### src/rtl/irq_prio_pkg.sv
package irq_prio_pkg;

    localparam int NSRC   = 6;
    localparam int SRC_W  = $clog2(NSRC);
    localparam int NLVL   = 4;
    localparam int LVL_W  = $clog2(NLVL);
    localparam int NFLAG  = 7;
    localparam int NEXT   = 2;
    localparam int DATA_W = 8;
    localparam int ADDR_W = 16;
    localparam int GEN_BIT = DATA_W - 1;

    typedef enum logic [2:0] {
        SEL_EN   = 3'd0,
        SEL_PLO  = 3'd1,
        SEL_PHI  = 3'd2,
        SEL_FLAG = 3'd3,
        SEL_MODE = 3'd4
    } wsel_e;

    typedef struct packed {
        logic             hit;
        logic [SRC_W-1:0] src;
        logic [LVL_W-1:0] lvl;
    } pick_t;

    typedef struct packed {
        logic             any;
        logic [LVL_W-1:0] lvl;
    } top_t;

    function automatic logic [ADDR_W-1:0] vec_of(logic [SRC_W-1:0] s);
        logic [ADDR_W-1:0] a;
        if (s == SRC_W'(NSRC - 1))
            a = ADDR_W'(16'h0033);
        else
            a = ADDR_W'({s, 3'b011});
        return a;
    endfunction

    function automatic top_t top_of(logic [NLVL-1:0] st);
        top_t t;
        t = '0;
        for (int i = 0; i < NLVL; i++) begin
            if (st[i]) begin
                t.any = 1'b1;
                t.lvl = LVL_W'(i);
            end
        end
        return t;
    endfunction

endpackage

### src/rtl/irq_cfg_regs.sv
module irq_cfg_regs
    import irq_prio_pkg::*;
(
    input  logic              clk,
    input  logic              rst,
    input  logic              wr_en,
    input  logic [2:0]        wr_sel,
    input  logic [DATA_W-1:0] wr_data,
    output logic [NSRC-1:0]   src_en,
    output logic              glob_en,
    output logic [NSRC-1:0]   prio_lo,
    output logic [NSRC-1:0]   prio_hi,
    output logic [NEXT-1:0]   edge_mode
);

    always_ff @(posedge clk) begin
        if (rst) begin
            src_en    <= '0;
            glob_en   <= 1'b0;
            prio_lo   <= '0;
            prio_hi   <= '0;
            edge_mode <= '0;
        end else if (wr_en) begin
            case (wr_sel)
                SEL_EN: begin
                    src_en  <= wr_data[NSRC-1:0];
                    glob_en <= wr_data[GEN_BIT];
                end
                SEL_PLO:  prio_lo   <= wr_data[NSRC-1:0];
                SEL_PHI:  prio_hi   <= wr_data[NSRC-1:0];
                SEL_MODE: edge_mode <= wr_data[NEXT-1:0];
                default: ;
            endcase
        end
    end

endmodule

### src/rtl/irq_flag_bank.sv
module irq_flag_bank
    import irq_prio_pkg::*;
(
    input  logic              clk,
    input  logic              rst,
    input  logic [NEXT-1:0]   ext_pin_n,
    input  logic [NEXT-1:0]   timer_ovf,
    input  logic              rx_evt,
    input  logic              tx_evt,
    input  logic              cmp_evt,
    input  logic [NEXT-1:0]   edge_mode,
    input  logic              sw_wr,
    input  logic [NFLAG-1:0]  sw_data,
    input  logic              clr_en,
    input  logic [SRC_W-1:0]  clr_src,
    output logic [NFLAG-1:0]  flags,
    output logic [NSRC-1:0]   req
);

    logic [NEXT-1:0]  pin_prev;
    logic [NSRC-1:0]  src_hit;
    logic [NFLAG-1:0] hw_set;
    logic [NFLAG-1:0] hw_clr;
    logic [NFLAG-1:0] follow;
    logic [NFLAG-1:0] follow_val;
    logic [NFLAG-1:0] flags_nxt;

    always_comb begin
        src_hit = '0;
        if (clr_en) src_hit[clr_src] = 1'b1;
    end

    // external pins sit on even flag bits, timers on odd bits below 4
    for (genvar j = 0; j < NEXT; j++) begin : g_ext
        localparam int EB = 2 * j;
        localparam int TB = 2 * j + 1;
        assign hw_set[EB]     = edge_mode[j] & pin_prev[j] & ~ext_pin_n[j];
        assign hw_clr[EB]     = src_hit[EB] & edge_mode[j];
        assign follow[EB]     = ~edge_mode[j];
        assign follow_val[EB] = ~ext_pin_n[j];
        assign hw_set[TB]     = timer_ovf[j];
        assign hw_clr[TB]     = src_hit[TB];
        assign follow[TB]     = 1'b0;
        assign follow_val[TB] = 1'b0;
    end

    assign hw_set[4]     = rx_evt;
    assign hw_set[5]     = tx_evt;
    assign hw_set[6]     = cmp_evt;
    assign hw_clr[6:4]   = '0;
    assign follow[6:4]   = '0;
    assign follow_val[6:4] = '0;

    always_comb begin
        for (int b = 0; b < NFLAG; b++) begin
            if (follow[b])
                flags_nxt[b] = follow_val[b];
            else if (sw_wr)
                flags_nxt[b] = sw_data[b];
            else if (hw_set[b])
                flags_nxt[b] = 1'b1;
            else if (hw_clr[b])
                flags_nxt[b] = 1'b0;
            else
                flags_nxt[b] = flags[b];
        end
    end

    always_ff @(posedge clk) begin
        if (rst) begin
            flags    <= '0;
            pin_prev <= '1;
        end else begin
            flags    <= flags_nxt;
            pin_prev <= ext_pin_n;
        end
    end

    assign req = {flags[6], flags[5] | flags[4], flags[3:0]};

endmodule

### src/rtl/irq_arbiter.sv
module irq_arbiter
    import irq_prio_pkg::*;
(
    input  logic [NSRC-1:0] req,
    input  logic [NSRC-1:0] src_en,
    input  logic            glob_en,
    input  logic [NSRC-1:0] prio_lo,
    input  logic [NSRC-1:0] prio_hi,
    input  logic [NLVL-1:0] busy,
    output pick_t           pick,
    output logic            launch_ok
);

    logic [NSRC-1:0]  elig;
    logic [LVL_W-1:0] lvl_of [NSRC];
    top_t             top;

    for (genvar i = 0; i < NSRC; i++) begin : g_src
        assign elig[i]   = req[i] & src_en[i] & glob_en;
        assign lvl_of[i] = {prio_hi[i], prio_lo[i]};
    end

    always_comb begin
        pick = '0;
        for (int l = NLVL - 1; l >= 0; l--) begin
            for (int i = 0; i < NSRC; i++) begin
                if (!pick.hit && elig[i] && lvl_of[i] == LVL_W'(l)) begin
                    pick.hit = 1'b1;
                    pick.src = SRC_W'(i);
                    pick.lvl = LVL_W'(l);
                end
            end
        end
    end

    assign top       = top_of(busy);
    assign launch_ok = pick.hit && (!top.any || pick.lvl > top.lvl);

endmodule

### src/rtl/irq_level_stack.sv
module irq_level_stack
    import irq_prio_pkg::*;
(
    input  logic             clk,
    input  logic             rst,
    input  logic             push,
    input  logic [LVL_W-1:0] push_lvl,
    input  logic             pop,
    output logic [NLVL-1:0]  busy
);

    top_t            top;
    logic [NLVL-1:0] busy_nxt;

    assign top = top_of(busy);

    always_comb begin
        busy_nxt = busy;
        if (pop) begin
            if (top.any) busy_nxt[top.lvl] = 1'b0;
        end else if (push) begin
            busy_nxt[push_lvl] = 1'b1;
        end
    end

    always_ff @(posedge clk) begin
        if (rst) busy <= '0;
        else     busy <= busy_nxt;
    end

endmodule

### src/rtl/irq_prio_ctrl.sv
module irq_prio_ctrl
    import irq_prio_pkg::*;
(
    input  logic              clk,
    input  logic              rst,
    input  logic [1:0]        ext_pin_n,
    input  logic [1:0]        timer_ovf,
    input  logic              uart_rx_done,
    input  logic              uart_tx_done,
    input  logic              cmp_evt,
    input  logic              insn_end,
    input  logic              reti,
    input  logic              wr_en,
    input  logic [2:0]        wr_sel,
    input  logic [7:0]        wr_data,
    output logic              vec_valid,
    output logic [15:0]       vec_addr,
    output logic [1:0]        vec_level,
    output logic [3:0]        active_levels,
    output logic [6:0]        flag_q
);

    logic [NSRC-1:0] src_en, prio_lo, prio_hi, req;
    logic            glob_en;
    logic [NEXT-1:0] edge_mode;
    logic [NLVL-1:0] busy;
    pick_t           pick;
    logic            launch_ok, launch, sw_flag_wr;

    assign launch     = insn_end && !reti && launch_ok;
    assign sw_flag_wr = wr_en && (wr_sel == SEL_FLAG);

    irq_cfg_regs u_cfg (
        .clk(clk), .rst(rst), .wr_en(wr_en), .wr_sel(wr_sel), .wr_data(wr_data),
        .src_en(src_en), .glob_en(glob_en), .prio_lo(prio_lo), .prio_hi(prio_hi),
        .edge_mode(edge_mode)
    );

    irq_flag_bank u_flags (
        .clk(clk), .rst(rst), .ext_pin_n(ext_pin_n), .timer_ovf(timer_ovf),
        .rx_evt(uart_rx_done), .tx_evt(uart_tx_done), .cmp_evt(cmp_evt),
        .edge_mode(edge_mode), .sw_wr(sw_flag_wr), .sw_data(wr_data[NFLAG-1:0]),
        .clr_en(launch), .clr_src(pick.src), .flags(flag_q), .req(req)
    );

    irq_arbiter u_arb (
        .req(req), .src_en(src_en), .glob_en(glob_en), .prio_lo(prio_lo),
        .prio_hi(prio_hi), .busy(busy), .pick(pick), .launch_ok(launch_ok)
    );

    irq_level_stack u_stack (
        .clk(clk), .rst(rst), .push(launch), .push_lvl(pick.lvl), .pop(reti),
        .busy(busy)
    );

    assign active_levels = busy;

    always_ff @(posedge clk) begin
        if (rst) begin
            vec_valid <= 1'b0;
            vec_addr  <= '0;
            vec_level <= '0;
        end else begin
            vec_valid <= launch;
            if (launch) begin
                vec_addr  <= vec_of(pick.src);
                vec_level <= pick.lvl;
            end
        end
    end

endmodule

### config.mk
export PLATFORM = sky130hd
export DESIGN_NAME = irq_prio_ctrl
export DESIGN_NICKNAME = d
export VERILOG_FILES = /design/src/rtl/irq_prio_pkg.sv /design/src/rtl/irq_cfg_regs.sv /design/src/rtl/irq_flag_bank.sv /design/src/rtl/irq_arbiter.sv /design/src/rtl/irq_level_stack.sv /design/src/rtl/irq_prio_ctrl.sv
export SDC_FILE = /design/constraint.sdc
export NUM_CORES = 1
export LEC_CHECK = 0
export BUFFER_PORTS_ARGS = -buffer_cell sky130_fd_sc_hd__buf_2
export CORE_MARGIN = 1.5
export CORE_UTILIZATION = 51
export DETAILED_ROUTE_END_ITERATION = 12
export GPL_TIMING_DRIVEN = 0
export HOLD_SLACK_MARGIN = 0.12
export PLACE_DENSITY = 0.81
export SLEW_MARGIN = 20
export SYNTH_ARGS = -nofsm -noshare
export SYNTH_HDL_FRONTEND = slang
export SYNTH_SLANG_ARGS = --single-unit
### constraint.sdc
create_clock -name clk -period 3.3 [get_ports clk]
set_clock_uncertainty 0.05 [all_clocks]
set_input_delay 0.495 -clock clk [delete_from_list [all_inputs] [get_ports clk]]
set_output_delay 0.495 -clock clk [all_outputs]
set_load 0.05 [all_outputs]
==> qor.yml <==
status: "finished, final reports clean"
synth_area_per_cell_um2: 8.06
io_pins: 53
grt_pass1_wl_um: 10800
clk_latency_ns: 0.30
clockRootBuffer: "clkbuf_8"
area_growth_pct: 26.6
r2r_cells: 14
crit_fanout: 6
dp_hpwl_um: 4720
num_antenna_cells: 0
layout.nets: 398
coreArea_um2: 4470
fin_hold_ws_ns: 0.354
path_cells: "o211ai_1 -> o22a_2 -> nor4bb_4 -> and2_4 -> buf_6 -> inv_1 -> ha_4 -> nor2b_2 -> o21ai_1 -> o21ai_1 -> nand3b_1 -> a21o_4 -> nor4_4 -> o22ai_1"
yosysSeqAreaShare: 0.338
cts_buffer_depth: 2
overflow: 0
wl_per_cell_um: 16.1
yosysWarningCount: 0
pwr-share-seq: 0.521
cts_tree: "yes"
finalCritPeriodShare: 0.968
drc_errors: 0
clk_transition_reported_paths_ns: 0.08
drtIter0Drc: 240
max-vdd-ir-drop_mv: 0.327
dieArea_um2: 5180
final_cell_mix: "buf_2, dfxtp_1, nor2_1"
cts_sinks: 41
worst-path-buf-inv: 2
io_buffers: 40
synth-seq-cells: 41
p_comb_frac: 0.137
setup_viol: 0
cp.required_ns: 3.43
wl_um: 6840
max_stage_delay_ns: 0.34
hold_class: "in2reg"
pwr-share-clk: 0.342
die_h_um: 72.0
critPathCapture: "u_flags.flags[2]$_SDFFE_PP0P_"
gp_congestion: 0.953
rsz0062_at_grt: "yes"
maxCapViolCount: 0
startpoint: "u_flags.flags[5]$_SDFFE_PP0P_"
nFillCells: 370
synth_cell_type_count: 58
synthesis.instances: 301
dr.pass1.iters: 5
htreeDepth: 2
synth_ff_type: "dfxtp_1"
drive_gt1_frac: 0.298
crit_top_cell: "o21ai_1"
end_kind: "flip-flop"
arrival_ns: 3.32
layout_commonest_cell: "buf_2"
finalSetupTns_ns: 0
switching_share: 0.290
fmax_mhz: 313
viasPerCell: 5.97
post-route-util: 0.686
path_class: "reg2reg"
cp_slowest_cell: "dfxtp_2"
fp-row-count: 24
rrSetupSlack_ns: 0.11
path_depth: 14
detail-route-antenna-nets: 0
via_count: 2537
multiInputGateArea_um2: 1550
first_global_vias: 2299
grt_max_degree: 13
critPathTopFamily: "compound AO/OA/AOI/OAI gates"
maxSlewHeadroom: 0.516
antenna_found_initial: 0
timing.rr.start: "u_flags.flags[5]$_SDFFE_PP0P_"
switchingPower_uw: 292
netlist_area_um2: 2430
power.density_nw_per_um2: 328
synth_edf_count: 0
p_int_uw: 715
hold_violations: 0
start_util: 0.542
cts_hold_buf: 0
die_w_um: 72.0
rr_endpoint: "u_flags.flags[2]$_SDFFE_PP0P_"
critPathLaunchType: "flip-flop"
p_leak_nw: 1.32
cts_buffers: 5
grt_usage: 0.269
worst_pin_slew_ns: 0.723
period_minus_slack_ns: 3.19
finalMaxSlewViolations: 0
seq_area_um2: 826
synthArstFlopShare: 0
## worst min-delay path: cells and delay by family
family	cells	cell delay, ns
buffers and inverters	2	0.14
AND/OR/NAND/NOR	1	0.05
## synth_stat cells, drive strengths merged (2+ instances only)
cell     instances  area share
dfxtp           41        0.34
nand2           36       0.056
nor2            36       0.056
a21oi           20       0.046
buf             17       0.055
mux2i           14       0.058
inv             13       0.020
nor3             9       0.019
o21ai            9       0.019
clkbuf           8       0.012
o22ai            8       0.021
a31oi            7       0.018
nand4            7       0.021
nand3            6       0.012
and3             5       0.013
o211ai           5       0.015
a211oi           4       0.012
a21o             3      0.0093
a31o             3       0.014
and2             3      0.0077
and4b            3       0.012
nand4b           3       0.011
nor2b            3      0.0077
or2              3      0.0077
a22oi            2      0.0083
a41o             2      0.0083
ha               2       0.010
nand2b           2      0.0052
nor4b            2      0.0072
o2111ai          2      0.0072
o211a            2      0.0083
o41ai            2       0.010
or3              2      0.0052
## power by group through the flow
stage               registers [mW]  clock network, mW  logic [mW]
detailed placement           0.534                  0       0.134
global route                 0.526              0.371       0.147
global placement             0.533                  0       0.133
finish                       0.524              0.344       0.138
CTS                          0.522              0.350       0.135
floorplan                    0.553                  0      0.0766
## final cells by class
type	count	share of cell area
clock inverters	1	0.00244
inverters	13	0.0159
flip-flops and latches	41	0.269
clock buffers	6	0.0269
repair buffers	56	0.106
well taps	52	0.0212
multi-input cells	232	0.506
plain buffers	24	0.0530
## stage by stage
stage | area, um2 | power (mW) | setup WS (ns) | std cells
after CTS | 2890 | 1.01 | 0.0152 | 416
after global placement | 2730 | 0.666 | -0.195 | 403
after floorplan | 2460 | 0.630 | 0.107 | 311
after global routing | 3070 | 1.04 | -0.0547 | 425
after detailed placement | 2730 | 0.668 | -0.258 | 403
final | 3070 | 1.01 | 0.106 | 425
## per-layer routing
layer,share of wire,global-route usage,up-vias
met5,0,0,-
met4,0.026,0.101,0
met3,0.062,0.0597,20
met2,0.49,0.448,95
met1,0.43,0.343,1200
li1,-,-,1222
## worst min-delay path by stage
| stage | slack (ns) | depth (start not counted) | endpoint | from |
|---|---|---|---|---|
| detailed placement | 0.42 | 2 | u_cfg.src_en[4]$_SDFFE_PP0P_ | u_cfg.src_en[4]$_SDFFE_PP0P_ |
| CTS | 0.35 | 3 | u_flags.pin_prev[1]$_SDFF_PP1_ | ext_pin_n[1] |
| global route | 0.36 | 2 | u_flags.pin_prev[0]$_SDFF_PP1_ | ext_pin_n[0] |
| global placement | 0.41 | 2 | u_cfg.src_en[0]$_SDFFE_PP0P_ | u_cfg.src_en[0]$_SDFFE_PP0P_ |
| finish | 0.35 | 3 | u_flags.pin_prev[1]$_SDFF_PP1_ | ext_pin_n[1] |
| floorplan | 0.40 | 2 | u_cfg.src_en[0]$_SDFFE_PP0P_ | u_cfg.src_en[0]$_SDFFE_PP0P_ |
## registers in the layout, summed over array words and instances (netlist names)
register and count:
u_stack.busy 4, u_cfg.prio_lo 6, u_cfg.glob_en 1, u_flags.flags 7, vec_addr 4, u_cfg.src_en 6, vec_valid 1, vec_level 2
u_cfg.prio_hi 6, u_cfg.edge_mode 2, u_flags.pin_prev 2
## cell families after synthesis
family,count (synthesis),synth area share
compound gates,79,0.239
fa+ha+maj,2,0.0103
buf+inv,38,0.0877
flops,41,0.338
mux,14,0.0578
other cells,1,0.00155
simple gates,126,0.266
## timing repair
item	4_1_cts	5_1_grt
pin swaps	4	14
buffers inserted	6	10
endpoints found under the setup margin	12	14
endpoints found under the hold margin	0	0
resized for setup	4	26
No activity file was read; power rests on OpenSTA's default activity.
